--- config.mk ---
export PLATFORM = sky130hd
export DESIGN_NAME = stat_irq_merge
export DESIGN_NICKNAME = d
export VERILOG_FILES = /design/src/rtl/stat_irq_pkg.sv /design/src/rtl/sirq_sync.sv /design/src/rtl/sirq_sticky.sv /design/src/rtl/stat_irq_merge.sv
export SDC_FILE = /design/constraint.sdc
export NUM_CORES = 1
export LEC_CHECK = 0
export CAP_MARGIN = 30
export CORE_AREA = 2 2 39 41
export DETAILED_ROUTE_END_ITERATION = 6
export DIE_AREA = 0 0 41 43
export DONT_BUFFER_PORTS = 1
export HOLD_SLACK_MARGIN = 0.1
export PLACE_DENSITY = 0.35
export RECOVER_POWER = 100
export SETUP_SLACK_MARGIN = 0.4
export SYNTH_ARGS = -nofsm -noshare
export SYNTH_HDL_FRONTEND = slang
export SYNTH_SLANG_ARGS = --single-unit
--- constraint.sdc ---
create_clock -name clk -period 2.42 [get_ports clk]
set_clock_uncertainty 0.2 [all_clocks]
set_input_delay 0.363 -clock clk [delete_from_list [all_inputs] [get_ports clk]]
set_output_delay 0.363 -clock clk [all_outputs]
set_load 0.02 [all_outputs]
--- src/rtl/stat_irq_pkg.sv ---
// Package: shared source indices and widths for the status interrupt merge.
// Assumes three sources; index order fixes the bit position in flag vectors.
package stat_irq_pkg;
    localparam int NSRC      = 3;
    localparam int IDX_LINK  = 0;
    localparam int IDX_ROLL  = 1;
    localparam int IDX_TXERR = 2;
endpackage

--- src/rtl/sirq_sync.sv ---
// Module: multi-stage synchronizer for one asynchronous level.
// Assumes the input is a slow level; output is the last stage, reset to 0.
module sirq_sync #(
    parameter int STAGES = 2
) (
    input  logic clk,
    input  logic rst_n,
    input  logic d_i,
    output logic q_o
);
    logic [STAGES-1:0] stg_q;

    // Shift the asynchronous level through STAGES flops.
    always_ff @(posedge clk) begin
        if (!rst_n) stg_q <= '0;
        else        stg_q <= {stg_q[STAGES-2:0], d_i};
    end

    assign q_o = stg_q[STAGES-1];
endmodule

--- src/rtl/sirq_sticky.sv ---
// Module: sticky event flag with set priority over clear.
// Assumes set and clear are synchronous single-cycle qualifiers.
module sirq_sticky (
    input  logic clk,
    input  logic rst_n,
    input  logic set_i,
    input  logic clr_i,
    output logic q_o
);
    // Hold the flag; a set on the same edge as a clear leaves it set.
    always_ff @(posedge clk) begin
        if (!rst_n)     q_o <= 1'b0;
        else if (set_i) q_o <= 1'b1;
        else if (clr_i) q_o <= 1'b0;
    end
endmodule

--- src/rtl/stat_irq_merge.sv ---
// Module: merges link-change, counter-rollover and transmit-error status
// into one registered interrupt level, each with its own acknowledge path.
// Assumes every input except link_ok_i is synchronous to clk.
module stat_irq_merge
    import stat_irq_pkg::*;
#(
    parameter int SYNC_STAGES = 2
) (
    input  logic clk,
    input  logic rst_n,
    input  logic link_ok_i,
    input  logic roll_pulse_i,
    input  logic cnt_rd_i,
    input  logic tx_en_i,
    input  logic tx_ok_i,
    input  logic tx_en_wr_i,
    input  logic link_ie_i,
    input  logic roll_ie_i,
    input  logic txerr_ie_i,
    output logic irq_o
);
    logic            link_sync;
    logic            link_prev_q;
    logic            tx_en_prev_q;
    logic [NSRC-1:0] en_v;
    logic [NSRC-1:0] en_prev_q;
    logic [NSRC-1:0] en_fall;
    logic [NSRC-1:0] set_v;
    logic [NSRC-1:0] clr_v;
    logic [NSRC-1:0] flag_q;

    sirq_sync #(.STAGES(SYNC_STAGES)) u_link_sync (
        .clk   (clk),
        .rst_n (rst_n),
        .d_i   (link_ok_i),
        .q_o   (link_sync)
    );

    // Remember last synchronized link level, tx-enable and enables for edges.
    always_ff @(posedge clk) begin
        if (!rst_n) begin
            link_prev_q  <= 1'b0;
            tx_en_prev_q <= 1'b0;
            en_prev_q    <= '0;
        end else begin
            link_prev_q  <= link_sync;
            tx_en_prev_q <= tx_en_i;
            en_prev_q    <= en_v;
        end
    end

    // Gather enables and their falling edges.
    always_comb begin
        en_v            = '0;
        en_v[IDX_LINK]  = link_ie_i;
        en_v[IDX_ROLL]  = roll_ie_i;
        en_v[IDX_TXERR] = txerr_ie_i;
        en_fall         = en_prev_q & ~en_v;
    end

    // Per-source set and acknowledge conditions.
    always_comb begin
        set_v            = '0;
        clr_v            = '0;
        set_v[IDX_LINK]  = link_sync ^ link_prev_q;
        clr_v[IDX_LINK]  = en_fall[IDX_LINK];
        set_v[IDX_ROLL]  = roll_pulse_i;
        clr_v[IDX_ROLL]  = cnt_rd_i;
        set_v[IDX_TXERR] = tx_en_prev_q & ~tx_en_i & ~tx_ok_i;
        clr_v[IDX_TXERR] = tx_en_wr_i | en_fall[IDX_TXERR];
    end

    for (genvar g = 0; g < NSRC; g++) begin : g_flag
        sirq_sticky u_flag (
            .clk   (clk),
            .rst_n (rst_n),
            .set_i (set_v[g]),
            .clr_i (clr_v[g]),
            .q_o   (flag_q[g])
        );
    end

    // Register the merged, gated summary so the output is glitch-free.
    always_ff @(posedge clk) begin
        if (!rst_n) irq_o <= 1'b0;
        else        irq_o <= |(flag_q & en_v);
    end
endmodule

==> results of run 1 <==
-- final timing paths --
| check | start | end |
|---|---|---|
| min reg2reg | u_link_sync.stg_q[0] | u_link_sync.stg_q[1] |
| max reg2reg | g_flag[0].u_flag.q_o | irq_o |
| min | link_ie_i | g_flag[0].u_flag.q_o |
| max | rst_n | g_flag[2].u_flag.q_o |
-- kinds of logic after synthesis --
| kind of cell | after synthesis |
|---|---|
| simple gates | 12 |
| flops | 10 |
| compound gates | 5 |
| xor+xnor | 1 |
| buf+inv | 1 |
-- worst register-to-register path: stages (launching register included) --
cell and delay [ns]:
dfxtp_1 0.31, a222oi_1 0.28, dlygate4sd3_1 0.59, nor2b_1 0.04
-- per-layer routing --
layer / up-vias / global-route usage [%]
li1: 122 / -
met1: 100 / 11.29
met2: 11 / 15.00
met3: 2 / 8.377
met4: 0 / 4.000
met5: - / 0
-- cell usage in the layout, fill, tap and decap left out, drive strengths merged --
master,instances
dfxtp,10
dlygate4sd3,10
and2,6
clkbuf,3
a21boi,2
nor2b,2
nand2b,1
nand3b,1
nor2,1
nand2,1
a222oi,1
o21a,1
inv,1
o21ai,1
xnor2,1
-- repair_timing --
item                                   4_1_cts  5_1_grt
endpoints found under the hold margin       10        0
setup endpoints to repair                    0        0
hold buffers                                10        0
setup buffers                                0        0
-- per-stage QoR --
step                      hold slack, ns  power (W)
final                             0.1396  0.0003100
after global routing              0.1455  0.0003306
after CTS                         0.1361  0.0003163
after detailed placement          0.2194  0.0001917
after global placement            0.2156  0.0001911
after floorplan                   0.2118  0.0001898
-- power groups by stage --
stage | clock, W | combinational (W) | sequential [W]
finish | 0.000108 | 0.0000254 | 0.000177
global route | 0.000124 | 0.0000285 | 0.000178
CTS | 0.000113 | 0.0000259 | 0.000177
detailed placement | 0 | 0.0000109 | 0.000181
global placement | 0 | 0.0000105 | 0.000181
floorplan | 0 | 0.00000986 | 0.000180
-- area by class of cell --
class / instances / share of cell area (%)
Inverter: 1 / 0.8065
Sequential cell: 10 / 43.01
Clock buffer: 3 / 4.839
Timing Repair Buffer: 10 / 21.51
Tap cell: 16 / 4.301
Multi-Input combinational cell: 18 / 25.54
-- sequential cells by signal, summed over array words and instances (netlist names) --
| register | cells |
|---|---|
| g_flag.u_flag.q_o | 3 |
| link_prev_q | 1 |
| u_link_sync.stg_q | 2 |
| tx_en_prev_q | 1 |
| en_prev_q | 2 |
| irq_o | 1 |
==> results.md, run 1 <==
- CP Capture Type: flop
- Netlist cell types: 14
- Final core utilization: 33.63%
- Per-cell routed wire length: ~11 um
- Initial Utilization: 23.33%
- Uppermost layer routed: met4
- Synth Warn #: 0
- Worst Path Max Fanout: 10
- Synth area leaders: dfxtp_1 62%, and2_1 9.7%, a21boi_0 4.7%
- Int Power: 0.0002482 W
- # nets final: 55
- H-tree levels: 1
- Number of global-route vias before repair: 285
- Clock power frac: 34.7%
- Yosys top cell area share: 62.02%
- Count leader, synth: dfxtp_1
- Grt ovf: 0
- # IOs: 12
- First-pass GRT wire length: 1186 um
- Dpl cells: 45
- Antenna cells: 0
- Critical Path Max Stage Delay: about 0.7 ns
- DRT iter0 DRCs: 1
- Min-delay worst type: input pin to flop
- Post-synth EDFFs: 0
- Clock Tree Buf Depth: 2
- Area of the multi-input gates: 118.9 um^2
- Synth Net Count: 40
- Wire length on met3: 57 um
- RSZ-0062 raised after global routing: no
- Syn Area/Cell: between 10 and 15 um^2
- Post-synthesis compound-gate area fraction: about an eighth
- Synth Register Bits: 10
- # setup viols final: 0
- Max-Cap Viols: 0
- Largest family of logic cells by synthesized area: simple AND/OR/NAND/NOR gates
- Share of layout cells above drive strength 1: about a tenth
- Max Fclk: 536.0 MHz
- WP data arrival: about 1.9 ns
- Largest net degree at the start of global routing: 11
- Post-route setup slack: 0.5545 ns
- Final period util: 77.09%
- Clock Latency Late Sink: 0.26 ns
- Worst hold path depth: 2
- Drt pass-1 iters: 4
- DRC viols: 0
- Area Overhead vs Synth: 44.19%
- Die Span Y: 43 um
- Slew headroom: between 70% and 80%
- HPWL after DPL: 393.1 um
- Via/cell ratio: between 4 and 5
- CTS tree: done
- VDD IR-drop max: 0.0003845 V
- FFs w/ async S/R, synth: 0%
- CTS Buf Count: 3
- Port bufs: 0
- Status: complete, no violations
- Finished Cell Area: about 470 um^2
- Setup TNS: 0 ns
- Post-Synth Simple-Gate Area: between 20 and 25%
- Initial antenna violation count: 0
- Post-synthesis mux area share: 0%
- Clk sink count: 10
- Sequential fraction of the synthesis area: 62.02%
- WP buf/inv: 2
- Via count: roughly 240
- # rows: 14
- Sw Share: roughly a fifth
- Post-place setup slack: 1.341 ns
- Most used DFF post-synth: dfxtp_1
- Post-CTS sizing: 0
- Xor/xnor cell area share of the yosys netlist: roughly 2.7%
- Leakage: ~0.18 nW
- Final hold viol count: 0
- Clock slew at reported path FFs: 0.06 ns
- Post-synthesis cell count: 29
- GRT Util Overall: 10.55%
- Worst-margin pin slew: about 0.30 ns
- FILL cells: ~140
- Sequential power share: 57.1%
- Commonest cells post-synth: 10 x dfxtp_1, 5 x and2_1, 2 x a21boi_0, 2 x nor2b_1
- Critical path depth in cells: 3
- Mapped cell area: roughly 320 um^2
- CP delay by family, top: buffers and inverters
- Root Buffer: clkbuf_4
- Cell Count, Final, Fillers Out: between 50 and 60
- Critical Path Source Type: input pin
- Largest area contributor in the netlist: dfxtp_1
- Critical path data required time: 2.42 ns
- Cell chain of the critical path: dlygate4sd3_1 -> a21boi_0 -> dlygate4sd3_1
- Worst Setup Path Type: input pin to flop
- Metal2 WL: 278 um
- Post-route ant nets: 0
- Die Wd: 41 um
- Reg2reg path depth: 3
- Core Box Area: 1384 um^2
- CP max-delay cell: dlygate4sd3_1
- Routability Congestion: 0.6236
- Register area: 200.2 um^2
- Min Tclk post-route: 1.866 ns
- Fin. max-slew vios: 0
- Synth Area in Adders: 0%
- P per Cell Area: 666.1 nW/um^2
- Detailed Route WL: 635 um
- Comb pwr share: between 8 and 9%
- Die area: around 1800 um^2
- P_sw: 0.00006180 W
- M1 WL: 291 um
- DP Area: 342.8 um^2
- R2r setup slk: 0.90 ns
- Cell mode on critical path: dlygate4sd3_1
No activity file was read; power rests on OpenSTA's default activity.
==> run 2: changes to the inputs <==
==> constraint.sdc (replaced) <==
create_clock -name clk -period 1.81 [get_ports clk]
set_clock_uncertainty 0.2 [all_clocks]
set_input_delay 0.2715 -clock clk [delete_from_list [all_inputs] [get_ports clk]]
set_output_delay 0.2715 -clock clk [all_outputs]
set_load 0.02 [all_outputs]
==> results.md, run 2 (synthesis results as in run 1) <==
- CTS tree: done
- DRT iter0 DRCs: 3 (+2)
- Detailed Route WL: 572 um (-9.9%)
- Initial antenna violation count: 0 (unchanged)
- Post-route setup slack: 0.5016 ns (-0.05285 ns)
- Post-CTS sizing: 0 (unchanged)
- Commonest cells after routing, fill and taps aside: 10 x dfxtp_1, 10 x dlygate4sd3_1, 3 x and2_1, 3 x clkbuf_4
- Number of global-route vias before repair: 251 (-12%)
- Min Tclk post-route: 1.308 ns
- RSZ-0062 raised after global routing: no
- Via/cell ratio: 4.102 (+1.2%)
- Register area: 200.2 um^2 (unchanged)
- Worst Path Max Fanout: 3 (-7)
- VDD IR-drop max: 0.0006460 V (+68%)
- # IOs: 12 (unchanged)
- R2r setup slk: 0.80 ns (-0.10 ns)
- P per Cell Area: 987.0 nW/um^2 (+48%)
- Slew headroom: 81.18% (+1.3 points)
- Clk sink count: 10 (unchanged)
- Die Wd: 41 um (unchanged)
- WP data arrival: 1.26 ns (-0.60 ns)
- Max-Cap Viols: 0 (unchanged)
- HPWL after DPL: 377.3 um (-4.0%)
- Routability Congestion: 0.5961 (-4.4%)
- Max Fclk: 764.3 MHz
- R2r endpoint: irq_o
- Area Overhead vs Synth: 48.45%
- Drt pass-1 iters: 4 (unchanged)
- Critical Path Source Type: input pin
- H-tree levels: 1 (unchanged)
- Area of the multi-input gates: 118.9 um^2 (unchanged)
- Via count: 242 (+3.0%)
- # nets final: 55 (unchanged)
- Reg2reg path depth: 2 (-1)
- Clock Tree Buf Depth: 2 (unchanged)
- Worst hold path depth: 3 (+1)
- Final hold viol count: 0 (unchanged)
- Largest net degree at the start of global routing: 11 (unchanged)
- Top Registers: g_flag.u_flag.q_o x3, en_prev_q x2, u_link_sync.stg_q x2
- Min-delay worst type: input pin to flop
- Hold_ws: 0.1104 ns (-0.02923 ns)
- GRT Util Overall: 8.569% (-2.0 points)
- CP Capture Type: flop
- Worst-margin pin slew: 0.2813 ns (-0.01987 ns)
- Antenna cells: 0 (unchanged)
- # rows: 14 (unchanged)
- Clock Latency Late Sink: 0.26 ns (about the same)
- Leakage: 0.1831 nW (+4.2%)
- Worst Setup Path Type: input pin to flop
- Max FFs per register: 3 (unchanged)
- # setup viols final: 0 (unchanged)
- Initial Utilization: 23.33% (unchanged)
- Grt ovf: 0 (unchanged)
- Status: complete, no violations
- Hold Startpoint: txerr_ie_i
- Share of layout cells above drive strength 1: 11.63% (+2.1 points)
- Per-cell routed wire length: 9.695 um (-11%)
- Fin. max-slew vios: 0 (unchanged)
- Root Buffer: clkbuf_4
- Die Span Y: 43 um (unchanged)
- Setup TNS: 0 ns (unchanged)
- Worst reg2reg startpoint: g_flag[2].u_flag.q_o
- Final core utilization: 34.63% (+0.99 points)
- Critical path data required time: 1.77 ns (-0.65 ns)
- FILL cells: 145 (+2.1%)
- Final period util: 72.29%
- Core Box Area: 1384 um^2 (unchanged)
- Largest reg by FF count: g_flag.u_flag.q_o
- CTS Buf Count: 3 (unchanged)
- First-pass GRT wire length: 945 um (-20%)
- Post-place setup slack: 0.7895 ns (-0.5519 ns)
- DRC viols: 0 (unchanged)
- Port bufs: 0 (unchanged)
- Clock slew at reported path FFs: 0.07 ns (about the same)
- Die area: 1763 um^2 (unchanged)
- Hold EP: g_flag[2].u_flag.q_o
- Post-route ant nets: 0 (unchanged)
==> run 2: cell count changes in the layout (fill, tap and decap cells not counted) <==
| cell | delta |
|---|---|
| and2_1 | +3 |
| and2_0 | -3 |
| clkbuf_8 | +1 |
==> run 2: area by class of cell <==
cell class / instances / area share, %
clock buffers: 4 / 7.572
inverters: 1 / 0.7833
multi-input cells: 18 / 24.80
flip-flops and latches: 10 / 41.78
well taps: 16 / 4.178
repair buffers: 10 / 20.89
==> run 2: how the worst max path moves through the flow <==
stage                                    start     to  slack, ns  depth (start not counted)
final                                link_ie_i  irq_o       0.50                          3
after global routing                 link_ie_i  irq_o       0.45                          3
after CTS                            link_ie_i  irq_o       0.49                          3
after detailed placement  g_flag[2].u_flag.q_o  irq_o       0.79                          2
after global placement    g_flag[2].u_flag.q_o  irq_o       0.82                          2
after floorplan                      link_ie_i  irq_o       0.85                          2
==> run 2: worst max-delay path: stages <==
cell,delay [ns]
dlygate4sd3_1,0.57
a222oi_1,0.34
nor2b_1,0.08
==> run 2: per-layer routing <==
layer / up-vias / global-route usage, % / wire length (um) / share of wire (%)
li1: 122 / - / - / -
met4: 0 / 4.000 / 0 / 0
met3: 0 / 7.853 / 54 / 9.4
met1: 110 / 9.446 / 254 / 44
met2: 10 / 10.94 / 263 / 46
met5: - / 0 / 0 / 0
==> run 2: metrics by stage <==
step | total power [W] | instance area, um^2 | instances
floorplan | 0.0002537 | 322.8 | 29
global placement | 0.0002555 | 342.8 | 45
detailed placement | 0.0002560 | 342.8 | 45
CTS | 0.0004801 | 479.2 | 59
global route | 0.0004926 | 479.2 | 59
finish | 0.0004730 | 479.2 | 59
==> run 2: repair_timing <==
| action | CTS | global route |
|---|---|---|
| hold buffers | 10 | 0 |
| buffers inserted | 0 | 0 |
| endpoints found under the hold margin | 10 | 0 |
| endpoints found under the setup margin | 0 | 0 |
==> run 2: power by group <==
group          internal, W  switching (W)  leakage [nW]
clock network     0.000122      0.0000800        0.0210
registers         0.000231     0.00000516        0.0826
logic            0.0000242      0.0000104        0.0795
total             0.000377      0.0000955         0.183
==> run 3: changes to the inputs <==
==> constraint.sdc (replaced) <==
create_clock -name clk -period 1.3 [get_ports clk]
set_clock_uncertainty 0.2 [all_clocks]
set_input_delay 0.195 -clock clk [delete_from_list [all_inputs] [get_ports clk]]
set_output_delay 0.195 -clock clk [all_outputs]
set_load 0.02 [all_outputs]
==> results.md, run 3 (synthesis results as in run 1) <==
- WP data arrival: 0.69 ns (-0.57 ns)
- Clock Tree Buf Depth: 2 (unchanged)
- Critical Path Source Type: flop
- Worst-margin pin slew: 0.2824 ns (+0.001039 ns)
- Final core utilization: 27.40% (-7.2 points)
- Detailed Route WL: 495 um (-13%)
- Share of layout cells above drive strength 1: 15.15% (+3.5 points)
- # setup viols final: 0 (unchanged)
- Max Fclk: 921.7 MHz
- DRC viols: 0 (unchanged)
- Sw Share: 19.27% (-0.93 points)
- Clk sink count: 10 (unchanged)
- Die Span Y: 43 um (unchanged)
- Finished Cell Area: 379.1 um^2 (-21%)
- Area Overhead vs Synth: 17.44%
- Final period util: 83.46%
- Initial Utilization: 23.33% (unchanged)
- CTS Buf Count: 3 (unchanged)
- VDD IR-drop max: 0.0008769 V (+36%)
- Violated checks: negative hold slack
- Drt pass-1 iters: 4 (unchanged)
- CTS tree: done
- Fin. max-slew vios: 0 (unchanged)
- Critical path origin: irq_o
- First-pass GRT wire length: 814 um (-14%)
- Hold_ws: -0.1544 ns (-0.2648 ns)
- H-tree levels: 1 (unchanged)
- Int Power: 0.0005060 W (+34%)
- Min Tclk post-route: 1.085 ns
- Die area: 1763 um^2 (unchanged)
- Status: finished with violations
- Hold EP: g_flag[1].u_flag.q_o
- DRT iter0 DRCs: 3 (unchanged)
- CP Capture Type: output port
- Largest reg by FF count: g_flag.u_flag.q_o
- Worst hold path depth: 1 (-2)
- Core Box Area: 1384 um^2 (unchanged)
- Min-delay worst type: input pin to flop
- Port bufs: 0 (unchanged)
- P per Cell Area: 1653 nW/um^2 (+68%)
- Hold Startpoint: rst_n
- # IOs: 12 (unchanged)
- Commonest cells after routing, fill and taps aside: 10 x dfxtp_1, 5 x and2_1, 3 x clkbuf_4, 2 x a21boi_0, 2 x nor2b_1
- Antenna cells: 0 (unchanged)
- Clock slew at reported path FFs: 0.07 ns (about the same)
- Tot Pwr: 0.0006268 W (+33%)
- Routability Congestion: 0.5961 (unchanged)
- R2r setup slk: 0.28 ns (-0.52 ns)
- Number of global-route vias before repair: 191 (-24%)
- Root Buffer: clkbuf_4
- RSZ-0062 raised after global routing: yes
- GRT Util Overall: 7.661% (-0.91 points)
- Critical path data required time: 0.90 ns (-0.87 ns)
- Worst Setup Path Type: flop to output port
- Leakage: 0.1431 nW (-22%)
- Top Registers: g_flag.u_flag.q_o x3, en_prev_q x2, u_link_sync.stg_q x2
- Post-CTS setup buffers: 0 (unchanged)
- # nets final: 45 (-18%)
- HPWL after DPL: 374.8 um (-0.66%)
- Via/cell ratio: 4.224 (+3.0%)
- Worst Path Max Fanout: 1 (-2)
- Initial antenna violation count: 0 (unchanged)
- Final hold viol count: 10 (+10)
- P_sw: 0.0001208 W (+26%)
- Max FFs per register: 3 (unchanged)
- Sequential power share: 52.5% (+2.6 points)
- Post-place setup slack: 0.2791 ns (-0.5104 ns)
- Slew headroom: 81.17% (about the same)
- Clock Latency Late Sink: 0.26 ns (about the same)
- Reg2reg path depth: 2 (unchanged)
- Clock power frac: 44.4% (+1.6 points)
- # rows: 14 (unchanged)
- Die Wd: 41 um (unchanged)
- Post-route ant nets: 0 (unchanged)
- R2r endpoint: irq_o
- Per-cell routed wire length: 10.10 um (+4.2%)
- Comb pwr share: 3.2% (-4.1 points)
- Grt ovf: 0 (unchanged)
- Via count: 207 (-14%)
- Largest net degree at the start of global routing: 11 (unchanged)
- Setup TNS: 0 ns (unchanged)
- DP Area: 342.8 um^2 (unchanged)
- Max-Cap Viols: 0 (unchanged)
- Worst reg2reg startpoint: g_flag[2].u_flag.q_o
- Post-route setup slack: 0.2150 ns (-0.2866 ns)
- Most common cell after layout, fill and taps aside: dfxtp_1
## run 3: power by group through the flow
stage | Clock (W) | Combinational, W | Sequential [W]
5_1_grt | 0.000303 | 0.0000232 | 0.000330
2_1_floorplan | 0 | 0.0000184 | 0.000335
3_3_place_gp | 0 | 0.0000198 | 0.000336
3_5_place_dp | 0 | 0.0000203 | 0.000336
6_report | 0.000278 | 0.0000200 | 0.000329
4_1_cts | 0.000290 | 0.0000204 | 0.000328
## run 3: cell type report
type | count | area, um^2
Clock buffer | 4 | 36.28
Fill cell | 149 | 1005
Inverter | 1 | 3.754
Multi-Input combinational cell | 18 | 118.9
Sequential cell | 10 | 200.2
Tap cell | 16 | 20.02
## run 3: what timing repair did
item	4_1_cts	5_1_grt
endpoints found under the hold margin	10	10
resized for setup	2	0
setup endpoints to repair	2	4
## run 3: per-stage QoR
stage          hold slack [ns]  cells
2_1_floorplan           0.1125     29
3_3_place_gp            0.1167     45
3_5_place_dp            0.1203     45
4_1_cts                -0.1649     49
5_1_grt                -0.1719     49
6_report               -0.1544     49
## run 3: worst max-delay path by stage
stage / cells after the start / to / slack [ns]
finish: 0 / irq_o / 0.22
global route: 0 / irq_o / 0.18
CTS: 0 / irq_o / 0.25
detailed placement: 2 / irq_o / 0.28
global placement: 2 / irq_o / 0.31
floorplan: 2 / irq_o / 0.34
## run 3: metal layers
metal | wire (um) | vias to the layer above | part of all wire, % | global-route usage [%]
met1 | 177 | 90 | 36 | 8.469
met5 | 0 | - | 0 | 0
li1 | - | 103 | - | -
met3 | 91 | 0 | 18 | 8.377
met4 | 0 | 0 | 0 | 4.000
met2 | 227 | 14 | 46 | 8.750
